File: src/rtl/syncq_pkg.sv
// Package: shared constants and types for the handshake line qualifier.
// Assumes direction index 0 is receive (carrier) and 1 is transmit (clear).
package syncq_pkg;
    localparam int NUM_DIR = 2;
    localparam int DIR_RX  = 0;
    localparam int DIR_TX  = 1;

    typedef enum logic [1:0] {
        PROTO_HDLC   = 2'b00,
        PROTO_ASYNC  = 2'b01,
        PROTO_ETHER  = 2'b10,
        PROTO_BISYNC = 2'b11
    } proto_e;
endpackage

File: src/rtl/hs_sync.sv
// Module: hs_sync
// Brings one asynchronous handshake line into the clock domain through a
// STAGES-deep flop chain, keeps one extra delayed copy and derives rise and
// fall pulses from the pair. Assumes the line is quasi-static versus clk.
module hs_sync #(
    parameter int STAGES = 2
) (
    input  logic clk,
    input  logic rst_n,
    input  logic line_in,
    output logic level,
    output logic rise,
    output logic fall
);
    logic [STAGES-1:0] chain_q;
    logic              prev_q;

    // Shift the raw line through the synchronizer chain.
    always_ff @(posedge clk) begin
        if (!rst_n) chain_q <= '0;
        else        chain_q <= {chain_q[STAGES-2:0], line_in};
    end

    // Keep the previous synchronized value for edge detection.
    always_ff @(posedge clk) begin
        if (!rst_n) prev_q <= 1'b0;
        else        prev_q <= chain_q[STAGES-1];
    end

    assign level = chain_q[STAGES-1];
    assign rise  = chain_q[STAGES-1] & ~prev_q;
    assign fall  = ~chain_q[STAGES-1] & prev_q;
endmodule

File: src/rtl/line_qualifier.sv
// Module: line_qualifier
// Per-direction qualification. In envelope mode the synced state tracks the
// synchronized level; in pulse mode it latches on the first rising edge and
// holds until the direction is disabled. Sets a sticky lost flag on a
// mid-frame negation in envelope mode. Assumes rise/fall come from hs_sync.
module line_qualifier (
    input  logic clk,
    input  logic rst_n,
    input  logic level,
    input  logic rise,
    input  logic fall,
    input  logic pulse_mode,
    input  logic dir_en,
    input  logic frame_active,
    input  logic lost_clr,
    output logic synced,
    output logic lost_err
);
    logic sync_q;
    logic lost_q;
    logic sync_d;
    logic loss_evt;

    // Next synced state: level-following or edge-latched.
    always_comb begin
        if (pulse_mode) sync_d = dir_en & (sync_q | rise);
        else            sync_d = dir_en & level;
    end

    assign loss_evt = ~pulse_mode & dir_en & frame_active & fall;

    // Register the qualifier state.
    always_ff @(posedge clk) begin
        if (!rst_n) sync_q <= 1'b0;
        else        sync_q <= sync_d;
    end

    // Sticky lost flag; a new loss takes priority over the clear.
    always_ff @(posedge clk) begin
        if (!rst_n)        lost_q <= 1'b0;
        else if (loss_evt) lost_q <= 1'b1;
        else if (lost_clr) lost_q <= 1'b0;
    end

    assign synced   = sync_q;
    assign lost_err = lost_q;

    // a loss can only appear when a frame was open in envelope mode.
    p_loss_in_frame_r3: assert property (@(posedge clk) disable iff (!rst_n)
        $rose(lost_q) |-> $past(frame_active && !pulse_mode && dir_en));

    // the flag stays set unless a clear was seen.
    p_lost_sticky_r4: assert property (@(posedge clk) disable iff (!rst_n)
        (lost_q && !lost_clr) |=> lost_q);

    // a latched pulse sync holds while the direction remains enabled.
    p_pulse_hold_r5: assert property (@(posedge clk) disable iff (!rst_n)
        (sync_q && pulse_mode && dir_en) |=> sync_q);

    // a disabled direction is never synced on the next cycle.
    p_disabled_clear_r9: assert property (@(posedge clk) disable iff (!rst_n)
        !dir_en |=> !sync_q);
endmodule

File: src/rtl/cfg_check.sv
// Module: cfg_check
// Registers the transparent selects and flags the illegal combination of an
// Ethernet protocol field with differing transparent selects.
// Assumes the configuration changes only rarely and needs no synchronizer.
module cfg_check
    import syncq_pkg::*;
(
    input  logic       clk,
    input  logic       rst_n,
    input  logic [1:0] proto_sel,
    input  logic       tx_transp_sel,
    input  logic       rx_transp_sel,
    output logic       tx_transp,
    output logic       rx_transp,
    output logic       cfg_err
);
    logic tx_q;
    logic rx_q;
    logic err_q;
    logic is_ether;

    assign is_ether = (proto_e'(proto_sel) == PROTO_ETHER);

    // Register selects and the consistency result.
    always_ff @(posedge clk) begin
        if (!rst_n) begin
            tx_q  <= 1'b0;
            rx_q  <= 1'b0;
            err_q <= 1'b0;
        end else begin
            tx_q  <= tx_transp_sel;
            rx_q  <= rx_transp_sel;
            err_q <= is_ether & (tx_transp_sel ^ rx_transp_sel);
        end
    end

    assign tx_transp = tx_q;
    assign rx_transp = rx_q;
    assign cfg_err   = err_q;

    // an illegal configuration is flagged on the following cycle.
    p_cfg_detect_r8: assert property (@(posedge clk) disable iff (!rst_n)
        (proto_sel == 2'b10 && tx_transp_sel != rx_transp_sel) |=> cfg_err);

    // the transmit transparent output follows its select.
    p_transp_follow_r7: assert property (@(posedge clk) disable iff (!rst_n)
        $rose(tx_q) |-> $past(tx_transp_sel));
endmodule

File: src/rtl/sync_line_qual.sv
// Module: sync_line_qual (top)
// Builds one synchronizer and one qualifier per direction, plus the
// configuration checker, and gates the enables with the configuration error.
// Assumes index 0 = receive/carrier, index 1 = transmit/clear.
module sync_line_qual
    import syncq_pkg::*;
#(
    parameter int SYNC_STAGES = 2
) (
    input  logic       clk,
    input  logic       rst_n,
    input  logic       rx_carrier_in,
    input  logic       tx_clear_in,
    input  logic       rx_pulse_mode,
    input  logic       tx_pulse_mode,
    input  logic       rx_dir_en,
    input  logic       tx_dir_en,
    input  logic       rx_frame_active,
    input  logic       tx_frame_active,
    input  logic       rx_lost_clr,
    input  logic       tx_lost_clr,
    input  logic [1:0] proto_sel,
    input  logic       tx_transp_sel,
    input  logic       rx_transp_sel,
    output logic       rx_enable,
    output logic       tx_enable,
    output logic       rx_synced,
    output logic       tx_synced,
    output logic       rx_lost_err,
    output logic       tx_lost_err,
    output logic       rx_transparent,
    output logic       tx_transparent,
    output logic       cfg_err
);
    logic [NUM_DIR-1:0] line_v, pulse_v, en_v, frame_v, clr_v;
    logic [NUM_DIR-1:0] lvl_v, rise_v, fall_v, sync_v, lost_v;

    assign line_v  = {tx_clear_in, rx_carrier_in};
    assign pulse_v = {tx_pulse_mode, rx_pulse_mode};
    assign en_v    = {tx_dir_en, rx_dir_en};
    assign frame_v = {tx_frame_active, rx_frame_active};
    assign clr_v   = {tx_lost_clr, rx_lost_clr};

    for (genvar d = 0; d < NUM_DIR; d++) begin : g_dir
        hs_sync #(.STAGES(SYNC_STAGES)) u_sync (
            .clk    (clk),
            .rst_n  (rst_n),
            .line_in(line_v[d]),
            .level  (lvl_v[d]),
            .rise   (rise_v[d]),
            .fall   (fall_v[d])
        );
        line_qualifier u_qual (
            .clk         (clk),
            .rst_n       (rst_n),
            .level       (lvl_v[d]),
            .rise        (rise_v[d]),
            .fall        (fall_v[d]),
            .pulse_mode  (pulse_v[d]),
            .dir_en      (en_v[d]),
            .frame_active(frame_v[d]),
            .lost_clr    (clr_v[d]),
            .synced      (sync_v[d]),
            .lost_err    (lost_v[d])
        );
    end

    cfg_check u_cfg (
        .clk          (clk),
        .rst_n        (rst_n),
        .proto_sel    (proto_sel),
        .tx_transp_sel(tx_transp_sel),
        .rx_transp_sel(rx_transp_sel),
        .tx_transp    (tx_transparent),
        .rx_transp    (rx_transparent),
        .cfg_err      (cfg_err)
    );

    assign rx_synced   = sync_v[DIR_RX];
    assign tx_synced   = sync_v[DIR_TX];
    assign rx_lost_err = lost_v[DIR_RX];
    assign tx_lost_err = lost_v[DIR_TX];
    assign rx_enable   = sync_v[DIR_RX] & ~cfg_err;
    assign tx_enable   = sync_v[DIR_TX] & ~cfg_err;

    // in envelope mode an enabled receiver follows the line seen earlier.
    p_env_follow_r2: assert property (@(posedge clk) disable iff (!rst_n)
        ($past(rx_dir_en) && !$past(rx_pulse_mode) && !rx_synced)
        |-> !$past(lvl_v[DIR_RX]));
endmodule

File: config.mk
export PLATFORM = sky130hd
export DESIGN_NAME = sync_line_qual
export DESIGN_NICKNAME = d
export VERILOG_FILES = /design/src/rtl/syncq_pkg.sv /design/src/rtl/hs_sync.sv /design/src/rtl/line_qualifier.sv /design/src/rtl/cfg_check.sv /design/src/rtl/sync_line_qual.sv
export SDC_FILE = /design/constraint.sdc
export NUM_CORES = 1
export LEC_CHECK = 0
export ABC_AREA = 1
export BUFFER_PORTS_ARGS = -buffer_cell sky130_fd_sc_hd__buf_4
export CORE_MARGIN = 5
export CORE_UTILIZATION = 23
export DETAILED_ROUTE_END_ITERATION = 12
export PLACE_DENSITY_LB_ADDON = 0.15
export SYNTH_ARGS = -nofsm -noshare
export SYNTH_HDL_FRONTEND = slang
export SYNTH_SLANG_ARGS = --single-unit
File: constraint.sdc
create_clock -name clk -period 0.8 [get_ports clk]
set_input_delay 0.16 -clock clk [delete_from_list [all_inputs] [get_ports clk]]
set_output_delay 0.16 -clock clk [all_outputs]
set_load 0.02 [all_outputs]
==> impl_metrics.toml <==
[clocking]
cts_hold_buf = 0
cts_tree = "built"
cts.sinks = 13
insertion_delay_ps = 270
clockRootBuffer = "clkbuf_4"
clk_pin_slew_ps = 70
htree_levels = 1
cts_buffers = 3
clockBufferDepth = 2

[yosys]
synth.distinct_cells = 14
ys.flop_type = "dfxtp_1"
yosysMostFrequentCell = "inv_1"
ys_seq_elements = 13
synth.top_cells.by_count = "inv_1, nand2_1, dfxtp_1, nor2_1"
netlist_instances = 64
syn_nets = 80
yosysTopAreaCellShare_pct = 52.7
synth_edf_count = 0
ys_warn_count = 0
synth.avg_cell_area_um2 = 7.72
async_flop_share_pct = 0
synth_area_um2 = 494
ys_top_cells_by_area = "dfxtp_1, inv_1, nand2_1"
yosysTopAreaCell = "dfxtp_1"
synth-seq-area-share_pct = 52.7

[sta]
setup-violations-final = 9
hold_slack_ps = 31.9
slew-limit-headroom_pct = 88.2
tns_ps = -1150
worst_clock_skew_ps = 1.54
period_share_pct = 128
rsz0062_at_grt = "yes"
max_clock_freq_mhz = 979
hold_violations = 0
slew_violations = 0
period_needed_ps = 1020
worst_slack_ps = -222
worst_pin_slew_ps = 176

[routing]
drc = 0
postRouteWirelength_mm = 1.03
num_vias = 451
drt_first_pass_iters = 1
vias_per_cell = 3.76
drt_iter0_markers = 0
wl_per_cell_um = 8.58
drtAntennaViolNets = 0

[placed_design]
placed_cells = 114
gp_congestion = 0.758
port_buffers = 24
place_hpwl_um = 792

[power_and_ir_drop]
ir_worst_vdd_v = 0.000908
switching_share_pct = 22.7
clock_power_share_pct = 31.7
intPower_mw = 0.952
cellPowerDensity_nw_per_um2 = 1530
fin_total_pwr_mw = 1.23
seqPwrFrac_pct = 55.2
p_sw_mw = 0.279
power_frac_comb_pct = 13.1
leakagePower_nw = 0.434

[setup_path]
criticalPathCategory = "flop to output pin"
path_delay_family = "flip-flops"
worstPathCellList = "nor2_4, buf_6"
worstPathRequired_ps = 640
cp-start-kind = "flop"
crit_buf_inv = 1
max_stage_delay_ps = 370
critical-path-slowest-cell = "dfxtp_4"
worstPathArrival_ps = 860
worstSetupEndpointType = "output pin"
path_max_fanout = 3

[global_routing]
antenna_found_initial = 0
grt-ovfl-total = 0
grt_max_degree = 12
grt_pass1_wl_mm = 1.69
grt.total_usage_pct = 7.05
grt_pass1_vias = 422

[floorplan]
ios = 25
rows = 16
core_um2 = 2000
initial_core_util_pct = 24.7
dieArea_um2 = 3180
die_height_um = 56.4
die_w_um = 56.4

[layout]
layout.nets = 110
fillers = 220
antenna_cells = 0
drive_above_1_share_pct = 47.3
fin_cells = 120
finish.utilization_pct = 40.3
area_growth_pct = 63.0

[outcome]
failed_checks = "negative setup slack"
status = "finished with violations"

[min_path]
hp-class = "primary input to flop"

[run]
cap_violations = 0
path summary, 6_finish.rpt:
path / slack (ps) / end / depth (start not counted) / startpoint
worst min-delay path: 30 / u_cfg.cfg_err / 2 / proto_sel[0]
worst max register to register: 40 / g_dir[0].u_qual.synced / 4 / g_dir[0].u_qual.synced
worst max-delay path: -220 / rx_enable / 2 / u_cfg.cfg_err
worst min register to register: 410 / g_dir[0].u_sync.chain_q[1] / 2 / g_dir[0].u_sync.chain_q[0]
state kept, by name (all words and copies together) (netlist names):
register and flops:
g_dir.u_qual.lost_err 2, g_dir.u_qual.synced 2, g_dir.u_sync.chain_q 4, g_dir.u_sync.prev_q 2, u_cfg.cfg_err 1, u_cfg.rx_transp 1, u_cfg.tx_transp 1
per-stage QoR:
step                area, um^2  worst slack (ps)
floorplan                  507             -4.55
global placement           709              39.9
detailed placement         709              29.1
CTS                        793              -245
global route               806              -269
finish                     806              -222
logic make-up (layout without fill, tap and decap cells):
kind of cell | after synthesis | after routing | synth area share [%]
AOI/OAI and AO/OA | 5 | 5 | 6.33
DFF | 13 | 13 | 52.7
buffers and inverters | 20 | 49 | 16.7
and+or+nand+nor | 25 | 25 | 22.5
xor gates and xnor gates | 1 | 1 | 1.77
worst register-to-register path, cell delays in order, from the launching register on:
cell	delay [ps]
dfxtp_2	350
buf_6	100
buf_6	80
nand3_2	50
a21boi_2	110
power groups by stage:
stage | clock, mW | combinational, mW | sequential, mW
5_1_grt | 0.451 | 0.178 | 0.682
6_report | 0.390 | 0.161 | 0.679
2_1_floorplan | 0 | 0.0547 | 0.705
4_1_cts | 0.420 | 0.162 | 0.679
3_5_place_dp | 0 | 0.150 | 0.694
3_3_place_gp | 0 | 0.149 | 0.693
cells in the final DEF, fill, tap and decap left out:
| master | Yosys | routed |
|---|---|---|
| clkbuf_4 | 0 | 3 |
| a21oi_1 | 2 | 2 |
| nand2_2 | 1 | 1 |
| inv_2 | 0 | 2 |
| nor3_2 | 1 | 1 |
| nor2_1 | 5 | 3 |
| nand3_2 | 1 | 1 |
| nor2_4 | 0 | 2 |
| o21ai_0 | 1 | 1 |
| nand3_1 | 2 | 2 |
| inv_1 | 19 | 17 |
| dfxtp_1 | 13 | 6 |
| a21boi_2 | 1 | 1 |
| dfxtp_4 | 0 | 1 |
| buf_6 | 1 | 11 |
| dfxtp_2 | 0 | 6 |
| buf_4 | 0 | 15 |
| nand2_1 | 15 | 15 |
| xnor2_1 | 1 | 1 |
| clkbuf_1 | 0 | 1 |
| o21ai_1 | 1 | 1 |
routing by layer:
| layer | track usage, % | vias to the layer above | part of all wire (%) |
|---|---|---|---|
| li1 | - | 239 | - |
| met1 | 7.43 | 191 | 43 |
| met2 | 10.5 | 21 | 43 |
| met3 | 6.65 | 0 | 14 |
| met4 | 1.02 | 0 | 0 |
| met5 | 0 | - | 0 |
repair_timing:
item	4_1_cts	5_1_grt
buffers inserted	2	1
pin swaps	1	2
endpoints found under the setup margin	9	10
hold endpoints to repair	0	0
resized for setup	17	3
layout make-up:
class	count	area (um^2)	share of cell area (%)
timing repair buffer	26	236	29.3
inverter	19	71.3	8.85
multi-input combinational	31	166	20.7
clock buffer	4	26.3	3.26
sequential	13	272	33.7
tap	27	33.8	4.19
Power figures use the tool's default switching activity.
